## config.mk

```make
export PLATFORM = sky130hd
export DESIGN_NAME = nand_cmd_seq
export DESIGN_NICKNAME = d
export VERILOG_FILES = /design/src/rtl/nand_seq_pkg.sv /design/src/rtl/nand_edge_det.sv /design/src/rtl/nand_busy_timer.sv /design/src/rtl/nand_page_buf.sv /design/src/rtl/nand_cmd_seq.sv
export SDC_FILE = /design/constraint.sdc
export NUM_CORES = 1
export LEC_CHECK = 0
export BUFFER_PORTS_ARGS = -buffer_cell sky130_fd_sc_hd__buf_2
export CORE_MARGIN = 2
export CORE_UTILIZATION = 33
export CTS_BUF_LIST = sky130_fd_sc_hd__clkbuf_2 sky130_fd_sc_hd__clkbuf_4 sky130_fd_sc_hd__clkbuf_8
export DETAILED_ROUTE_END_ITERATION = 16
export MAX_ROUTING_LAYER = met4
export PLACE_DENSITY = 0.57
export SLEW_MARGIN = 20
export SYNTH_ARGS = -nofsm -noshare
export SYNTH_HDL_FRONTEND = slang
export SYNTH_SLANG_ARGS = --single-unit
```

## constraint.sdc

```tcl
create_clock -name clk -period 3.1 [get_ports clk]
set_clock_uncertainty 0.05 [all_clocks]
set_input_delay 0.155 -clock clk [delete_from_list [all_inputs] [get_ports clk]]
set_output_delay 0.155 -clock clk [all_outputs]
set_load 0.01 [all_outputs]
```

## src/rtl/nand_seq_pkg.sv

```systemverilog
package nand_seq_pkg;

  typedef enum logic [1:0] {M_IDLE, M_STAT, M_DATA, M_ID} mode_e;
  typedef enum logic [2:0] {P_NONE, P_READ, P_COLRD, P_PROG, P_COLWR, P_ERASE, P_ID} pend_e;

  localparam logic [7:0] OP_READ     = 8'h00;
  localparam logic [7:0] OP_READ_GO  = 8'h30;
  localparam logic [7:0] OP_JUMP_RD  = 8'h05;
  localparam logic [7:0] OP_JUMP_GO  = 8'hE0;
  localparam logic [7:0] OP_LOAD     = 8'h80;
  localparam logic [7:0] OP_JUMP_WR  = 8'h85;
  localparam logic [7:0] OP_PROG_GO  = 8'h10;
  localparam logic [7:0] OP_PLANE_GO = 8'h11;
  localparam logic [7:0] OP_ERASE    = 8'h60;
  localparam logic [7:0] OP_ERASE_GO = 8'hD0;
  localparam logic [7:0] OP_STATUS   = 8'h70;
  localparam logic [7:0] OP_IDENT    = 8'h90;
  localparam logic [7:0] OP_ABORT    = 8'hFF;
  localparam logic [7:0] IDENT_ADDR  = 8'h20;

  function automatic logic [7:0] ident_byte(input logic [1:0] idx);
    case (idx)
      2'd0:    return 8'h4F;
      2'd1:    return 8'h4E;
      2'd2:    return 8'h46;
      default: return 8'h49;
    endcase
  endfunction

  function automatic logic [7:0] status_byte(input logic wp, input logic ready, input logic fail);
    return {wp, ready, ready, 4'b0000, fail};
  endfunction

endpackage

```

## src/rtl/nand_edge_det.sv

```systemverilog
module nand_edge_det #(
  parameter bit DET_RISE = 1'b1
) (
  input  logic clk,
  input  logic rst,
  input  logic strobe,
  output logic pulse
);
  logic prev_q;

  always_ff @(posedge clk) begin
    if (rst) prev_q <= 1'b1;
    else     prev_q <= strobe;
  end

  generate
    if (DET_RISE) begin : g_rise
      assign pulse = strobe & ~prev_q;
    end else begin : g_fall
      assign pulse = ~strobe & prev_q;
    end
  endgenerate
endmodule

```

## src/rtl/nand_busy_timer.sv

```systemverilog
module nand_busy_timer #(
  parameter int TW = 8
) (
  input  logic          clk,
  input  logic          rst,
  input  logic          load,
  input  logic [TW-1:0] value,
  input  logic          clear,
  output logic          ready
);
  logic [TW-1:0] cnt_q;

  always_ff @(posedge clk) begin
    if (rst || clear)        cnt_q <= '0;
    else if (load)           cnt_q <= value;
    else if (cnt_q != '0)    cnt_q <= cnt_q - 1'b1;
  end

  assign ready = (cnt_q == '0);
endmodule

```

## src/rtl/nand_page_buf.sv

```systemverilog
module nand_page_buf #(
  parameter int DEPTH = 16,
  localparam int AW = $clog2(DEPTH)
) (
  input  logic          clk,
  input  logic          rst,
  input  logic          wr,
  input  logic          rd,
  input  logic [AW-1:0] addr,
  input  logic [7:0]    wdata,
  output logic [7:0]    rdata
);
  logic [7:0] mem [DEPTH];

  always_ff @(posedge clk) begin
    if (wr) mem[addr] <= wdata;
  end

  always_ff @(posedge clk) begin
    if (rst)     rdata <= 8'h00;
    else if (rd) rdata <= mem[addr];
  end
endmodule

```

## src/rtl/nand_cmd_seq.sv

```systemverilog
module nand_cmd_seq
  import nand_seq_pkg::*;
#(
  parameter int PAGE_BYTES = 16,
  parameter int READ_BUSY  = 12,
  parameter int PROG_BUSY  = 20,
  parameter int ERASE_BUSY = 30
) (
  input  logic       clk,
  input  logic       rst,
  input  logic       cle,
  input  logic       ale,
  input  logic       we_n,
  input  logic       re_n,
  input  logic       wp_n,
  input  logic [7:0] io_in,
  output logic [7:0] io_out,
  output logic       rdy
);
  localparam int CW   = $clog2(PAGE_BYTES);
  localparam int TMAX = (READ_BUSY > PROG_BUSY) ?
                        ((READ_BUSY > ERASE_BUSY) ? READ_BUSY : ERASE_BUSY) :
                        ((PROG_BUSY > ERASE_BUSY) ? PROG_BUSY : ERASE_BUSY);
  localparam int TW   = $clog2(TMAX + 1);
  typedef logic [CW-1:0] col_t;

  logic we_rise, re_fall, cmd_ev, adr_ev, dat_ev, load_done;
  logic t_load, t_clr, mem_we, mem_re;
  logic [TW-1:0] t_val;
  logic [7:0] buf_q, id_q, id_d, lo_q, lo_d;
  mode_e mode_q, mode_d;
  pend_e pend_q, pend_d;
  logic [2:0] acnt_q, acnt_d;
  col_t col_q, col_d, col_inc;
  logic plane_q, plane_d, mp_q, mp_d, fail_q, fail_d, wp_q;
  logic [1:0] idx_q, idx_d;

  nand_edge_det #(.DET_RISE(1'b1)) u_we (.clk(clk), .rst(rst), .strobe(we_n), .pulse(we_rise));
  nand_edge_det #(.DET_RISE(1'b0)) u_re (.clk(clk), .rst(rst), .strobe(re_n), .pulse(re_fall));

  nand_busy_timer #(.TW(TW)) u_tmr (
    .clk(clk), .rst(rst), .load(t_load), .value(t_val), .clear(t_clr), .ready(rdy));

  nand_page_buf #(.DEPTH(PAGE_BYTES)) u_buf (
    .clk(clk), .rst(rst), .wr(mem_we), .rd(mem_re), .addr(col_q), .wdata(io_in), .rdata(buf_q));

  assign cmd_ev    = we_rise & cle & ~ale;
  assign adr_ev    = we_rise & ale;
  assign dat_ev    = we_rise & ~cle & ~ale;
  assign load_done = (pend_q == P_PROG && acnt_q == 3'd5) || (pend_q == P_COLWR && acnt_q == 3'd2);
  assign col_inc   = (col_q == col_t'(PAGE_BYTES - 1)) ? '0 : col_q + 1'b1;

  always_comb begin
    mode_d = mode_q; pend_d = pend_q; acnt_d = acnt_q; col_d = col_q; lo_d = lo_q;
    plane_d = plane_q; mp_d = mp_q; fail_d = fail_q; idx_d = idx_q; id_d = id_q;
    t_load = 1'b0; t_clr = 1'b0; t_val = '0; mem_we = 1'b0; mem_re = 1'b0;
    if (cmd_ev) begin
      if (io_in == OP_ABORT) begin
        t_clr = 1'b1; pend_d = P_NONE; acnt_d = '0; mp_d = 1'b0; fail_d = 1'b0; mode_d = M_STAT;
      end else if (io_in == OP_STATUS) begin
        mode_d = M_STAT;
      end else if (rdy) begin
        pend_d = P_NONE;
        acnt_d = '0;
        case (io_in)
          OP_READ:    pend_d = P_READ;
          OP_JUMP_RD: pend_d = (mode_q == M_DATA) ? P_COLRD : P_NONE;
          OP_LOAD:    pend_d = P_PROG;
          OP_JUMP_WR: pend_d = load_done ? P_COLWR : P_NONE;
          OP_ERASE:   pend_d = P_ERASE;
          OP_IDENT:   pend_d = P_ID;
          OP_READ_GO: if (pend_q == P_READ && acnt_q == 3'd5) begin
            t_load = 1'b1; t_val = TW'(READ_BUSY); mode_d = M_DATA;
          end
          OP_JUMP_GO: if (pend_q == P_COLRD && acnt_q == 3'd2) mode_d = M_DATA;
          OP_PROG_GO: begin
            if (load_done && (!mp_q || plane_q)) begin
              mode_d = M_STAT;
              fail_d = ~wp_n;
              if (wp_n) begin t_load = 1'b1; t_val = TW'(PROG_BUSY); end
            end
            mp_d = 1'b0;
          end
          OP_PLANE_GO: mp_d = load_done && !mp_q && !plane_q;
          OP_ERASE_GO: if (pend_q == P_ERASE && acnt_q == 3'd3) begin
            mode_d = M_STAT;
            fail_d = ~wp_n;
            if (wp_n) begin t_load = 1'b1; t_val = TW'(ERASE_BUSY); end
          end
          default: ;
        endcase
      end
    end else if (adr_ev && rdy && pend_q != P_NONE) begin
      if (pend_q == P_ID) begin
        if (io_in == IDENT_ADDR) begin mode_d = M_ID; idx_d = '0; end
        pend_d = P_NONE;
      end else begin
        acnt_d = (acnt_q == 3'd7) ? acnt_q : acnt_q + 1'b1;
        if (acnt_q == 3'd0) lo_d = io_in;
        if (acnt_q == 3'd1 && pend_q != P_ERASE) col_d = col_t'({io_in, lo_q});
        if (acnt_q == 3'd2 && pend_q == P_PROG) plane_d = io_in[6];
      end
    end else if (dat_ev && rdy && load_done) begin
      mem_we = 1'b1; col_d = col_inc;
    end else if (re_fall && rdy) begin
      if (mode_q == M_DATA) begin
        mem_re = 1'b1; col_d = col_inc;
      end else if (mode_q == M_ID) begin
        id_d = ident_byte(idx_q); idx_d = idx_q + 1'b1;
      end
    end
  end

  always_ff @(posedge clk) begin
    if (rst) begin
      mode_q <= M_IDLE; pend_q <= P_NONE; acnt_q <= '0; col_q <= '0; lo_q <= '0;
      plane_q <= 1'b0; mp_q <= 1'b0; fail_q <= 1'b0; idx_q <= '0; id_q <= '0; wp_q <= 1'b1;
    end else begin
      mode_q <= mode_d; pend_q <= pend_d; acnt_q <= acnt_d; col_q <= col_d; lo_q <= lo_d;
      plane_q <= plane_d; mp_q <= mp_d; fail_q <= fail_d; idx_q <= idx_d; id_q <= id_d;
      wp_q <= wp_n;
    end
  end

  always_comb begin
    case (mode_q)
      M_STAT:  io_out = status_byte(wp_q, rdy, fail_q);
      M_DATA:  io_out = buf_q;
      M_ID:    io_out = id_q;
      default: io_out = 8'h00;
    endcase
  end
endmodule

```

# After elaboration in Yosys (flattened, before gate mapping)

Memory sizes are Yosys's and may differ from the RTL's. A register that Yosys moved wholly into a read port is not among the register bits.
Index checks and enable logic that the tools add are counted.

Logic and storage cells: 220
Memory bits (writable): 128
Bits of input ports: 15
Memories: 1
Flip-flop bits (word level): 37
Output and inout bits: 9

Reduce and logical (&&, ||, !) cells: 47
Add/sub/neg operators: 4
Bitwise operators: 17
Equality and inequality tests: 50
Mux-type cells: 87

Memories:

| name      | depth | bits a word | rd ports | clocked after Yosys merged registers in | write ports | RTL line            | RTL |
|---|---|---|---|---|---|---|---|
| u_buf.mem | 16    | 8           | 1        | 1                                       | 1           | nand_page_buf.sv:13 | `logic [7:0] mem [DEPTH];` |

Operators by type and width:

| cell               | number |
|---|---|
| $mux 5             | 10 |
| $eq 8x8->1 const B | 6 |
| $mux 3             | 14 |
| $mux 2             | 19 |
| $mux 4             | 8 |
| $mux 1             | 28 |
| $pmux 8 s3         | 1 |
| $ne 5x5->1 const B | 4 |
| $pmux 3 s6         | 1 |
| $eq 8x5->1 const B | 2 |
| $eq 8x6->1 const B | 2 |
| $eq 8x7->1 const B | 2 |
| $reduce_and 4->1   | 4 |
| $eq 3x3->1 const B | 5 |
| $logic_and 1x1->1  | 15 |
| $pmux 5 s3         | 1 |
| $reduce_bool 3->1  | 5 |
| $reduce_bool 2->1  | 7 |
| $eq 3x2->1 const B | 4 |
| $ne 2x2->1 const B | 6 |
| $ne 3x3->1 const B | 4 |
| $pmux 4 s3         | 1 |
| $reduce_and 6->1   | 2 |
| $not 1->1          | 10 |
| 27 further kinds   | 44 |

# Logic depth before layout (Yosys ltp)

Word-level depth: 11
Gate-level depth with buffers: 10
Depth with buffers taken out: 9

# Cells and area by module

From an unflattened synthesis, not the netlist that was laid out.

Cells, all modules: 605
Area, all modules: 7713.6 um2

By module, submodules not included:

| module               | cells each | sequential area each (um2) | area each (um2) | times used |
|---|---|---|---|---|
| nand_page_buf        | 296        | 4003.8                     | 5337.6          | 1 |
| nand_cmd_seq         | 269        | 520.5                      | 1984.4          | 1 |
| nand_busy_timer      | 34         | 100.1                      | 324.1           | 1 |
| nand_edge_det (u_re) | 3          | 20.0                       | 35.0            | 1 |
| nand_edge_det (u_we) | 3          | 20.0                       | 32.5            | 1 |

# Worst setup path before layout

Ideal clock, no wire load.

Path kind: register -> register
Start point: register u_tmr.cnt_q[0]
End point: memory u_buf.mem[3][0] (enable)
Arrival time: 2.160 ns
Stages on the path, launching flop included: 8
Library setup time: 0.332 ns
Data required time: 2.718 ns
Path buffers: 1
Clock period less this slack: 2.541 ns
Slack: 0.559 ns
Cell sequence: dfxtp_1 > inv_1 > ha_1 > or4b_1 > buf_6 > or4_1 > nor3_1 > and2_1

Longest elaborated chain between the ends: 8
Elaborated cells on any way between the ends: 10
Those cells by class: 5 x mux; 5 x reduce/logical

Ends and longest elaborated chain:

| item                           | RTL line              | RTL |
|---|---|---|
| from (decl)                    | nand_busy_timer.sv:11 | `logic [TW-1:0] cnt_q;` |
| from (signal assigned)         | nand_busy_timer.sv:15 | `else if (load) cnt_q <= value;` |
| from (signal assigned)         | nand_busy_timer.sv:16 | `else if (cnt_q != '0) cnt_q <= cnt_q - 1'b1;` |
| $logic_not 5->1 *              | nand_busy_timer.sv:19 | `assign ready = (cnt_q == '0);` |
| $logic_and 1x1->1 (2 in a row) | nand_cmd_seq.sv:103   | `end else if (dat_ev && rdy && load_done) begin` |
| $mux 1                         | nand_cmd_seq.sv:103   |  |
| $mux 1 *                       | nand_cmd_seq.sv:93    | `end else if (adr_ev && rdy && pend_q != P_NONE) begin` |
| $mux 1 *                       | nand_cmd_seq.sv:57    | `if (cmd_ev) begin` |
| $mux 1 *                       | nand_page_buf.sv:16   | `if (wr) mem[addr] <= wdata;` |
| $mux 1 (not written as such) * | nand_page_buf.sv:16   |  |
| to (decl)                      | nand_page_buf.sv:13   |  |

Mark *: on every way between the ends. The rest lies on a longest branch, timed or not.

# Final worst setup path

Start point: register u_tmr.cnt_q[0]
End point: memory u_buf.mem[11][0] (enable)

The elaborated chain is that of the path after synthesis.

==> metrics <==
status=completed; multiplexer share of the synthesized area=13.7%; Clock power frac=36.2%; Final Cycle Share=93.0%; Compound-Gate Fraction of Synth Area=7.37%; CTS Sinks=169; Leak=2.75 nW; Vias=4645; critical path type=flop to flop; RePlAce Congestion=0.846; slew margin rel.=40.2%; CP max FO=8; H-tree depth=4; post-synthesis average cell area=14.4 um^2; largest net degree at the start of global routing=37; initial drt markers=394; Sum Neg Setup Slack=0 ps; final wirelength=18.1 mm; Resize count post-CTS=0; Worst EP required=3180 ps; R2R depth=7; top-level port count=24; P&R area growth vs syn=12.4%; post-CTS setup buffer count=0; post-synthesis simple-gate area fraction=12.1%; largest family of logic cells by synthesized area=multiplexers; initial antenna violation count=0; Worst R2R Setup Slack=220 ps; Placeable Area=0.0226 mm^2; Critical Path Sink=u_buf.mem[11][0]$_DFFE_PP_; Root Buffer=clkbuf_8; num rows=55; Internal Power=3.31 mW; Largest stage delay, worst path=650 ps; Hold Vio Cnt, Final=0; Post-CTS Hold Buffers=4; global-route wire length before repair=27.6 mm; combinational share of power=9.6%; # diodes=0; unrepaired setup endpoints after global routing=false; Setup Viol. Count Final=0; Slew @ Worst Pin=895 ps; total track usage=16.0%; Nets=586; CTS tree=yes; power per cell area=539 mW/mm^2; switch share=27.8%; vias in the first global route=4588; Hold WS=40.3 ps; Die Ht=155 um; CTS Buffer Depth=2; Fmax achieved=0.347 GHz; sequential fraction of the synthesis area=61.7%; Syn Std Cell Area=0.00755 mm^2; Synth Area in XOR/XNOR=0.348%; Die ar.=0.0241 mm^2; Antenna Violating Nets Remaining=0; peak supply drop=0.000254 V; Slew Viols, Final=0; adder-cell area share of the yosys netlist=2.15%; EDFF count, synth=128; Cell variety after synth=63; CP cell instances=inv_1 > ha_1 > or4b_1 > nor4_1 > nand2_1 > nor2_1 > and2_1; Starting Density=33.5%; Vias/cell=5.43; clock-pin slew on the worst setup and hold paths=100 ps; CTS buffer count=17; per-cell routed wire length=21.2 um; asr flop ratio synth=0%; Die Wd=155 um; critical path launch point=u_tmr.cnt_q[0]$_SDFFE_PP0P_; Reg-to-Reg Start=u_tmr.cnt_q[0]$_SDFFE_PP0P_; Critical Path Source Type=flop; CP Capture Type=flop; Residual DRC=0; Syn Inst Count=525; clk_lat worst skew=470 ps; sequential share of power=54.2%; syn nets=553; Port-buffer cells=23; synth warn=0; NetSw=1.27 mW; Initial DRT Pass Iterations=7; WP data arrival=2960 ps; r2r endpoint=u_buf.mem[11][0]$_DFFE_PP_; share of cells above drive strength 1=21.7%; top_reg_cell synth=edfxtp_1; maxcap violations=0; CP max stage cell=nor4_1; Yosys reg bits=169; Final HPWL DP=12.7 mm; min cycle time layout=2880 ps; GRT overflow=0; HP Class=input port to flop
## synth_stat cells, types with 2 or more instances
library cell    n  area [um^2]
or4_1           2         15.0
a32oi_1         2         17.5
and2_1         21          131
xor2_1          3         26.3
and3_1          3         18.8
nor3_1         11         55.1
nor2b_1         8         50.1
a21o_1          2         15.0
nand3_1        13         65.1
nor3_2          2         20.0
nor4b_1         2         17.5
o22ai_1         2         12.5
dfxtp_1        41          821
o2111ai_1       3         26.3
and3b_1         2         17.5
nor3b_1         2         15.0
a211oi_1        6         45.0
o2bb2ai_1       8         70.1
nand3b_1        6         45.0
edfxtp_1      128         3840
nor4_2          2         25.0
o31ai_1         2         15.0
o21ai_0        11         55.1
ha_1           13          163
buf_2           5         25.0
nor4_1          7         43.8
a311o_1         2         20.0
a21oi_1        21          105
a22oi_1         2         15.0
nand2b_1        7         43.8
mux2i_1        12          120
or3_1           5         31.3
or2_2           4         25.0
nor2_1         36          135
mux4_2         40          901
nand2_1        24         90.1
inv_1          21         78.8
clkbuf_1       19         71.3
## layer usage
metal  part of all wire, %  GRT usage (%)
met1                    44           20.8
met2                    48           25.4
met3                   5.8           3.12
met4                   1.4           5.16
met5                     0              -
## critical path, delay by kind of cell (launching register included)
family	cells	cell delay, ps
adders and majority gates	1	180
and+or+nand+nor	5	1900
DFF	1	350
buffers and inverters	1	70
## metrics by stage
step / utilization (%) / worst slack (ps) / area (um^2) / cells / power, mW
floorplan: - / 559 / 7550 / 525 / 2.81
global placement: 35.5 / 356 / 8020 / 820 / 2.95
detailed placement: 35.5 / 284 / 8020 / 820 / 2.96
finish: 37.6 / 219 / 8490 / 856 / 4.58
global route: 37.6 / 9.57 / 8490 / 856 / 4.76
CTS: 37.6 / 244 / 8490 / 856 / 4.61
## cells in the final DEF, fill, tap and decap left out, types with 12 or more instances in the layout
cell type | Yosys | layout
dfxtp_1 | 41 | 40
a21oi_1 | 21 | 21
inv_1 | 21 | 21
nand2_1 | 24 | 24
buf_2 | 5 | 23
and2_1 | 21 | 21
edfxtp_1 | 128 | 128
mux4_2 | 40 | 40
ha_1 | 13 | 13
mux2i_1 | 12 | 12
nand3_1 | 13 | 13
clkbuf_8 | 0 | 17
nor2_1 | 36 | 36
## sequential cells by signal, summed over array words and instances (netlist names), 2 cells and up
| signal | count |
|---|---|
| idx_q | 2 |
| lo_q | 4 |
| pend_q | 3 |
| u_buf.mem | 128 |
| u_tmr.cnt_q | 5 |
| col_q | 4 |
| acnt_q | 3 |
| mode_q | 2 |
| id_q | 4 |
| u_buf.rdata | 8 |
## layout make-up
type | instances | area [um^2]
Tap cell | 285 | 357
Clock buffer | 17 | 234
Fill cell | 2114 | 14100
Clock inverter | 15 | 196
Sequential cell | 169 | 4670
Timing Repair Buffer | 39 | 258
Multi-Input combinational cell | 309 | 2700
Inverter | 22 | 87.6
## worst min path at each step
stage / to / startpoint / cells past startpoint
after global routing: lo_q[2]$_SDFFE_PP0P_ / io_in[2] / 3
after floorplan: u_buf.mem[0][0]$_DFFE_PP_ / io_in[0] / 0
after CTS: lo_q[2]$_SDFFE_PP0P_ / io_in[2] / 3
after global placement: u_re.prev_q$_SDFF_PP1_ / re_n / 2
final: lo_q[2]$_SDFFE_PP0P_ / io_in[2] / 3
after detailed placement: u_re.prev_q$_SDFF_PP1_ / re_n / 2
## power groups by stage
| stage | combinational (mW) | sequential, mW | clock [mW] |
|---|---|---|---|
| CTS | 0.436 | 2.48 | 1.70 |
| floorplan | 0.288 | 2.52 | 0 |
| finish | 0.442 | 2.48 | 1.66 |
| global placement | 0.426 | 2.53 | 0 |
| detailed placement | 0.431 | 2.53 | 0 |
| global route | 0.477 | 2.48 | 1.80 |
## logic make-up after synthesis
family	Yosys count
adder cells (fa/ha/maj)	13
XOR/XNOR	3
buffers and inverters	47
AO/OA/AOI/OAI	77
AND/OR/NAND/NOR	163
multiplexers	53
flip-flops	169
Power figures use the tool's default switching activity.
